===== config.mk =====
export PLATFORM = sky130hd
export DESIGN_NAME = packed_rsqrt_est
export DESIGN_NICKNAME = d
export VERILOG_FILES = /design/src/rtl/rsq_pkg.sv /design/src/rtl/rsq_decode.sv /design/src/rtl/rsq_refine.sv /design/src/rtl/rsq_pack.sv /design/src/rtl/packed_rsqrt_est.sv
export SDC_FILE = /design/constraint.sdc
export NUM_CORES = 2
export LEC_CHECK = 0
export ABC_AREA = 1
export BUFFER_PORTS_ARGS = -buffer_cell sky130_fd_sc_hd__buf_2
export CAP_MARGIN = 40
export CELL_PAD_IN_SITES_DETAIL_PLACEMENT = 0
export CELL_PAD_IN_SITES_GLOBAL_PLACEMENT = 1
export CORE_MARGIN = 3
export CORE_UTILIZATION = 37
export CTS_BUF_LIST = sky130_fd_sc_hd__clkbuf_16
export DETAILED_ROUTE_END_ITERATION = 16
export HOLD_SLACK_MARGIN = 0.03
export PLACE_DENSITY = 0.66
export SLEW_MARGIN = 10
export SYNTH_ARGS = -nofsm -noshare
export SYNTH_HDL_FRONTEND = slang
export SYNTH_SLANG_ARGS = --single-unit

===== constraint.sdc =====
create_clock -name clk -period 17.1 [get_ports clk]
set_clock_uncertainty 0.15 [all_clocks]
set_input_delay 3.42 -clock clk [delete_from_list [all_inputs] [get_ports clk]]
set_output_delay 3.42 -clock clk [all_outputs]
set_load 0.05 [all_outputs]

===== src/rtl/rsq_pkg.sv =====
package rsq_pkg;

    localparam int FP_EXP_W  = 8;
    localparam int FP_MAN_W  = 23;
    localparam int SIG_W     = 26;             // operand significand, Q2.24, range [1,4)
    localparam int SIG_FB    = 24;
    localparam int EXP_SUM   = 380;            // result exponent = (EXP_SUM - e) >> 1
    localparam logic [30:0] MAG_MAXNORM = 31'h7F7F_FFFF;
    localparam logic [30:0] MAG_UNDEF   = 31'h7FC0_0000;

    typedef enum logic [1:0] {
        CL_NORM = 2'd0,
        CL_ZERO = 2'd1,
        CL_SPEC = 2'd2
    } opcls_e;

    typedef struct packed {
        logic                sign;
        opcls_e              cls;
        logic [FP_EXP_W-1:0] rexp;
    } rsq_tag_t;

    typedef struct packed {
        rsq_tag_t         tag;
        logic [SIG_W-1:0] sig;
    } rsq_info_t;

    function automatic logic [63:0] isqrt64(input logic [63:0] v);
        logic [63:0] r;
        logic [63:0] c;
        r = '0;
        for (int b = 31; b >= 0; b--) begin
            c = r | (64'd1 << b);
            if (c * c <= v) r = c;
        end
        return r;
    endfunction

    // Seed 2/sqrt(s) in Q1.(seed_w-1), s taken at the midpoint of the table cell.
    function automatic logic [63:0] seed_value(input int par, input int k,
                                               input int idx_w, input int seed_w);
        logic [63:0] s_mid;
        logic [63:0] num;
        s_mid = 64'((par != 0 ? 2 : 1) * ((1 << (idx_w + 1)) + 2 * k + 1));
        num   = 64'd1 << (2 * seed_w + idx_w + 1);
        return isqrt64(num / s_mid);
    endfunction

endpackage


===== src/rtl/rsq_decode.sv =====
module rsq_decode
    import rsq_pkg::*;
#(
    parameter int IDX_W  = 7,
    parameter int SEED_W = 16
) (
    input  logic              clk,
    input  logic              rst,
    input  logic              vld_i,
    input  logic [31:0]       word_i,
    output logic              vld_o,
    output rsq_info_t         info_o,
    output logic [SEED_W-1:0] seed_o
);
    localparam int TBL_N = 2 << IDX_W;

    logic [SEED_W-1:0] tbl [TBL_N];

    generate
        for (genvar g = 0; g < TBL_N; g++) begin : g_tbl
            localparam logic [SEED_W-1:0] SEED_G =
                SEED_W'(seed_value(g >> IDX_W, g & ((1 << IDX_W) - 1), IDX_W, SEED_W));
            assign tbl[g] = SEED_G;
        end
    endgenerate

    logic [FP_EXP_W-1:0] e_in;
    logic [FP_MAN_W-1:0] f_in;
    logic                par_even;
    logic [IDX_W:0]      idx;
    rsq_info_t           info_nx;

    always_comb begin
        e_in     = word_i[30:23];
        f_in     = word_i[22:0];
        par_even = ~e_in[0];
        idx      = {par_even, f_in[FP_MAN_W-1 -: IDX_W]};
        info_nx.tag.sign = word_i[31];
        if (e_in == '0)
            info_nx.tag.cls = CL_ZERO;
        else if (e_in == '1)
            info_nx.tag.cls = CL_SPEC;
        else
            info_nx.tag.cls = CL_NORM;
        info_nx.tag.rexp = FP_EXP_W'((9'(EXP_SUM) - {1'b0, e_in}) >> 1);
        info_nx.sig = par_even ? {1'b1, f_in, 2'b00} : {2'b01, f_in, 1'b0};
    end

    always_ff @(posedge clk) begin
        if (rst) begin
            vld_o  <= 1'b0;
            info_o <= '0;
            seed_o <= '0;
        end else begin
            vld_o  <= vld_i;
            info_o <= info_nx;
            seed_o <= tbl[idx];
        end
    end

    // a stage only marks data it was handed one cycle before
    a_r2_decode_follow: assert property (@(posedge clk) disable iff (rst)
        vld_o |-> $past(vld_i));

    // a zero class only arises from an all-zero exponent field
    a_r4_zero_class: assert property (@(posedge clk) disable iff (rst)
        (vld_o && info_o.tag.cls == CL_ZERO) |-> ($past(word_i[30:23]) == 8'h00));

endmodule


===== src/rtl/rsq_refine.sv =====
module rsq_refine
    import rsq_pkg::*;
#(
    parameter int SEED_W = 16
) (
    input  logic                      clk,
    input  logic                      rst,
    input  logic                      vld_i,
    input  rsq_info_t                 info_i,
    input  logic [SEED_W-1:0]         seed_i,
    output logic                      vld_o,
    output rsq_tag_t                  tag_o,
    output logic [SEED_W-1:0]         seed_o,
    output logic [4+2*(SEED_W-1)-1:0] w_o
);
    localparam int SQ_FB = 2 * (SEED_W - 1);
    localparam int SQ_W  = 2 * SEED_W;
    localparam int T_W   = SIG_W + SQ_W;
    localparam int W_W   = 4 + SQ_FB;

    logic [SQ_W-1:0] sq;
    logic [T_W-1:0]  t_full;
    logic [W_W-1:0]  t_sh;
    logic [W_W-1:0]  w_nx;

    // w = 12 - s*y0^2, with y0 = 2*r0; ideally close to 8
    always_comb begin
        sq     = seed_i * seed_i;
        t_full = info_i.sig * sq;
        t_sh   = W_W'(t_full >> SIG_FB);
        w_nx   = (W_W'(12) << SQ_FB) - t_sh;
    end

    always_ff @(posedge clk) begin
        if (rst) begin
            vld_o  <= 1'b0;
            tag_o  <= '0;
            seed_o <= '0;
            w_o    <= '0;
        end else begin
            vld_o  <= vld_i;
            tag_o  <= info_i.tag;
            seed_o <= seed_i;
            w_o    <= w_nx;
        end
    end

    a_r2_refine_follow: assert property (@(posedge clk) disable iff (rst)
        vld_o |-> $past(vld_i));

    // for a normal operand the correction term stays near 8 (between 6 and 9)
    a_r7_corr_range: assert property (@(posedge clk) disable iff (rst)
        (vld_o && tag_o.cls == CL_NORM) |->
        (w_o > (W_W'(6) << SQ_FB) && w_o < (W_W'(9) << SQ_FB)));

endmodule


===== src/rtl/rsq_pack.sv =====
module rsq_pack
    import rsq_pkg::*;
#(
    parameter int SEED_W = 16
) (
    input  logic                      clk,
    input  logic                      rst,
    input  logic                      vld_i,
    input  rsq_tag_t                  tag_i,
    input  logic [SEED_W-1:0]         seed_i,
    input  logic [4+2*(SEED_W-1)-1:0] w_i,
    output logic                      vld_o,
    output logic [31:0]               word_o
);
    localparam int SQ_FB = 2 * (SEED_W - 1);
    localparam int W_W   = 4 + SQ_FB;
    localparam int P_W   = SEED_W + W_W;
    localparam int P_FB  = (SEED_W - 1) + SQ_FB;
    localparam int Y_SH  = P_FB + 3 - FP_MAN_W;
    localparam int Y_W   = FP_MAN_W + 2;

    logic [P_W-1:0]      prod;
    logic [Y_W-1:0]      y_q;
    logic [FP_MAN_W-1:0] frac;
    logic [31:0]         word_nx;

    // y1 = y0 * w / 8, kept as Q2.23 and clamped into [1, 2)
    always_comb begin
        prod = seed_i * w_i;
        y_q  = Y_W'(prod >> Y_SH);
        if (y_q[Y_W-1])
            frac = '1;
        else if (!y_q[Y_W-2])
            frac = '0;
        else
            frac = y_q[FP_MAN_W-1:0];
        unique case (tag_i.cls)
            CL_ZERO: word_nx = {tag_i.sign, MAG_MAXNORM};
            CL_SPEC: word_nx = {tag_i.sign, MAG_UNDEF};
            default: word_nx = {tag_i.sign, tag_i.rexp, frac};
        endcase
    end

    always_ff @(posedge clk) begin
        if (rst) begin
            vld_o  <= 1'b0;
            word_o <= '0;
        end else begin
            vld_o  <= vld_i;
            word_o <= word_nx;
        end
    end

    a_r2_pack_follow: assert property (@(posedge clk) disable iff (rst)
        vld_o |-> $past(vld_i));

endmodule


===== src/rtl/packed_rsqrt_est.sv =====
module packed_rsqrt_est
    import rsq_pkg::*;
#(
    parameter int LANES  = 2,
    parameter int IDX_W  = 7,
    parameter int SEED_W = 16
) (
    input  logic                  clk,
    input  logic                  rst,
    input  logic                  in_valid,
    input  logic [32*LANES-1:0]   src_a,
    output logic                  out_valid,
    output logic [32*LANES-1:0]   res_q
);
    localparam int W_W = 4 + 2 * (SEED_W - 1);

    logic              d_vld;
    rsq_info_t         d_info;
    logic [SEED_W-1:0] d_seed;
    logic              r_vld;
    rsq_tag_t          r_tag;
    logic [SEED_W-1:0] r_seed;
    logic [W_W-1:0]    r_w;
    logic [31:0]       p_word;

    rsq_decode #(.IDX_W(IDX_W), .SEED_W(SEED_W)) u_decode (
        .clk    (clk),
        .rst    (rst),
        .vld_i  (in_valid),
        .word_i (src_a[31:0]),
        .vld_o  (d_vld),
        .info_o (d_info),
        .seed_o (d_seed)
    );

    rsq_refine #(.SEED_W(SEED_W)) u_refine (
        .clk    (clk),
        .rst    (rst),
        .vld_i  (d_vld),
        .info_i (d_info),
        .seed_i (d_seed),
        .vld_o  (r_vld),
        .tag_o  (r_tag),
        .seed_o (r_seed),
        .w_o    (r_w)
    );

    rsq_pack #(.SEED_W(SEED_W)) u_pack (
        .clk    (clk),
        .rst    (rst),
        .vld_i  (r_vld),
        .tag_i  (r_tag),
        .seed_i (r_seed),
        .w_i    (r_w),
        .vld_o  (out_valid),
        .word_o (p_word)
    );

    generate
        for (genvar l = 0; l < LANES; l++) begin : g_lane
            assign res_q[32*l +: 32] = p_word;
        end
    endgenerate

    // sign of the operand seen three cycles earlier
    a_r3_sign_kept: assert property (@(posedge clk) disable iff (rst)
        out_valid |-> (res_q[31] == $past(src_a[31], 3)));

    // zero or denormal answered with the largest normal magnitude
    a_r4_zero_maxnorm: assert property (@(posedge clk) disable iff (rst)
        (out_valid && $past(src_a[30:23], 3) == 8'h00) |-> (res_q[30:0] == MAG_MAXNORM));

    // all-ones exponent gives the fixed undefined pattern
    a_r5_special_pattern: assert property (@(posedge clk) disable iff (rst)
        (out_valid && $past(src_a[30:23], 3) == 8'hFF) |-> (res_q[30:0] == MAG_UNDEF));

    // normal operand yields a normal result with the halved, negated exponent
    a_r6_exp_field: assert property (@(posedge clk) disable iff (rst)
        (out_valid && $past(src_a[30:23], 3) != 8'h00 && $past(src_a[30:23], 3) != 8'hFF)
        |-> (res_q[30:23] == 8'((9'd380 - {1'b0, $past(src_a[30:23], 3)}) >> 1)));

endmodule


==> impl_metrics.csv <==
group,metric,value,unit
setup_path,cp-start-kind,"register",
finish,syn_to_final_growth,6.08,%
synthesis,ys_warn_count,0,
finish,fill_cells,17100,
clocking,post_cts_buffers,0,
floorplanning,pin_count,132,
timing,max_freq,69.3,MHz
flow_run,maxCapViolCount,0,
clocking,clock_sinks,148,
synthesis,async_flop_share,0,
synthesis,synth_top_cell_area_share,0.427,
setup_path,slowest_stage,"dfxtp_1",
clocking,clk_latency,0.54,ns
timing,drv_slew,0,
routing,drtIter0Drc,3799,
synthesis,syn_inst,8025,
synthesis,synth.avg_cell_area,7.44,sq um
setup_path,regToRegSetupSlack,2.68,ns
finish,stdcell_count,10000,
placement,globalplace.congestion,0.944,
synthesis,netlist_area,0.0597,sq mm
floorplanning,die_y,408,microns
synthesis,synth_area_leaders,"fa_1 43%, inv_1 13%, nand2_1 12%",
finish,nets,9689,
setup_path,cp_max_fo,18,
routing,route.detailed.drc,0,
synthesis,synth_edf_count,0,
global_routing,overflow,0,
setup_path,reg2reg_from,"u_decode.seed_o[13]",
routing,vias,50500,
timing,post-route-period-util,0.843,
timing,fin_crit,14.42,ns
placement,place_inst,10000,
synthesis,ys_ff_latch,148,
setup_path,reg2regPathDepth,51,
timing,tightestPinTransition,0.976,ns
floorplanning,die_area,0.166,sq mm
global_routing,grt_pass1_wl,323,mm
floorplanning,placementRows,146,
global_routing,antenna_found_initial,4,
clocking,numCtsBuffers,17,
global_routing,grt_pass1_vias,53200,
timing,fin_tns_setup,0,ns
timing,timing.slew.headroom,0.348,
synthesis,synth_cell_types,64,
clocking,clkTransAtPathRegs,0.07,ns
placement,io_buffers,99,
timing,hold_viol_final,0,
floorplanning,core,0.159,sq mm
timing,grt_setup_unrepaired,"false",
finish,drive_gt1_frac,0.0487,
routing,wl_per_cell,20.7,microns
clocking,cts_resized,0,
finish,n_antenna_cell,0,
clocking,cts_max_path_buffers,2,
placement,hpwl,167,mm
routing,drt_wl_total,208,mm
clocking,cts_root_buffer,"clkbuf_16",
timing,setup_viol,0,
routing,final_antenna_net_count,0,
setup_path,critPathKind,"register to register",
setup_path,reg2reg_to,"u_refine.w_o[33]",
synthesis,synth_common_cells,"2041 x inv_1, 1884 x nand2_1, 1273 x fa_1, 758 x nor2_1, 457 x ha_1",
setup_path,cp.required,17.39,ns
clocking,tritoncts,"yes",
global_routing,grt_max_degree,54,
setup_path,worstPathArrival,14.71,ns
routing,drtPass1Iterations,6,
floorplanning,start_util,0.375,
floorplanning,die_x,408,microns
synthesis,yosysTopAreaCell,"fa_1",
synthesis,synthFlopType,"dfxtp_1",
synthesis,synth.most_common_cell,"inv_1",
routing,vias_per_cell,5.02,
worst_hold_path,min_path_type,"register to register",
worst_hold_path,hold_end,"u_refine.tag_o[2]",
synthesis,syn-num-nets,9822,
setup_path,cpPeakStageDelay,0.87,ns
setup_path,critical_path.endpoint_type,"register",
global_routing,track_usage,0.254,
outcome,run_status,"finished, final reports clean",
clocking,cts-htree-levels,4,
clocking,holdBufCountCts,0,
finish,utilization,0.398,
worst_hold_path,min_path_cells,2,
worst_hold_path,min-delay-start,"u_decode.info_o[28]",
synthesis,ys_seq_area_frac,0.0496,
==> kinds of logic after synthesis <==
| family | after synthesis | share of synthesized area |
|---|---|---|
| adder cells (fa/ha/maj) | 1730 | 0.523 |
| flip-flops | 148 | 0.0496 |
| buffers and inverters | 2461 | 0.157 |
| AND/OR/NAND/NOR | 3073 | 0.208 |
| XOR/XNOR | 41 | 0.00639 |
| AO/OA/AOI/OAI | 572 | 0.0558 |
==> sequential cells by signal, summed over array words and instances (netlist names) <==
register,flops
u_decode.info_o,36
u_decode.seed_o,16
u_decode.vld_o,1
u_pack.vld_o,1
u_pack.word_o,32
u_refine.seed_o,16
u_refine.tag_o,11
u_refine.vld_o,1
u_refine.w_o,34
==> critical path: cells and delay by family, from the launching register on <==
family / cells / cell delay (ns)
DFF: 1 / 0.87
and+or+nand+nor: 25 / 4.76
buffers and inverters: 10 / 0.55
adders and majority gates: 15 / 7.71
AOI/OAI and AO/OA: 1 / 0.23
==> final cells by class <==
| class | instances | area (sq um) | share of cell area |
|---|---|---|---|
| tap | 2146 | 2690 | 0.0424 |
| timing repair buffer | 232 | 1940 | 0.0307 |
| sequential | 148 | 2970 | 0.0469 |
| clock buffer | 17 | 425 | 0.00672 |
| inverter | 2077 | 7800 | 0.123 |
| clock inverter | 13 | 150 | 0.00237 |
| multi-input combinational | 5416 | 47400 | 0.748 |
==> layer usage <==
metal	vias to the layer above	wire length (microns)	track usage
met5	-	0	0
met1	25500	93100	0.355
met4	0	5880	0.0692
met3	235	14100	0.0381
li1	23100	-	-
met2	1703	95000	0.411
==> how the worst max path moves through the flow <==
stage | slack, ns | endpoint | start | depth (start not counted)
final | 2.68 | u_refine.w_o[33] | u_decode.seed_o[13] | 51
after global routing | 1.88 | u_refine.w_o[30] | u_decode.seed_o[13] | 52
after CTS | 2.78 | u_refine.w_o[33] | u_decode.seed_o[2] | 51
after detailed placement | 2.83 | u_refine.w_o[30] | u_decode.seed_o[2] | 51
after global placement | 2.79 | u_refine.w_o[33] | u_decode.seed_o[9] | 51
after floorplan | 5.15 | u_refine.w_o[18] | u_decode.seed_o[9] | 52
==> layout by cell type (no fill, tap or decap), types with 8 or more instances in the layout <==
master / synthesis / layout
buf_4: 33 / 89
o311ai_0: 13 / 13
nor2_1: 758 / 756
o211ai_1: 17 / 17
a21oi_1: 233 / 233
fa_1: 1273 / 1273
nand3_1: 222 / 222
nor2_2: 18 / 20
o221ai_1: 13 / 13
and3_1: 8 / 8
dfxtp_2: 0 / 8
nor3_1: 38 / 38
clkbuf_16: 0 / 17
dfxtp_1: 148 / 140
buf_8: 0 / 32
clkinv_1: 17 / 17
or2_2: 23 / 23
a31oi_1: 18 / 18
buf_2: 22 / 98
xnor2_1: 16 / 16
o22ai_1: 36 / 36
o31ai_1: 11 / 11
xor2_1: 22 / 22
inv_1: 2041 / 2042
inv_2: 19 / 20
nand3b_1: 8 / 8
o21ai_0: 149 / 148
nand2_1: 1884 / 1884
nor2_4: 11 / 11
ha_1: 457 / 457
o21a_1: 16 / 16
o21bai_1: 9 / 9
nand2_2: 22 / 22
nand4_1: 48 / 48
==> per-stage QoR <==
step | instance area, sq um | worst slack, ns | hold slack (ns)
CTS | 63300 | 2.78 | 0.254
global placement | 62000 | 2.79 | 0.245
floorplan | 59700 | 5.15 | 0.238
detailed placement | 62800 | 2.83 | 0.244
global route | 63300 | 1.88 | 0.269
finish | 63300 | 2.68 | 0.251
Power is left out: the tool's default activity adds up to more than one toggle a clock period on the data nets, which glitch-free logic cannot reach.
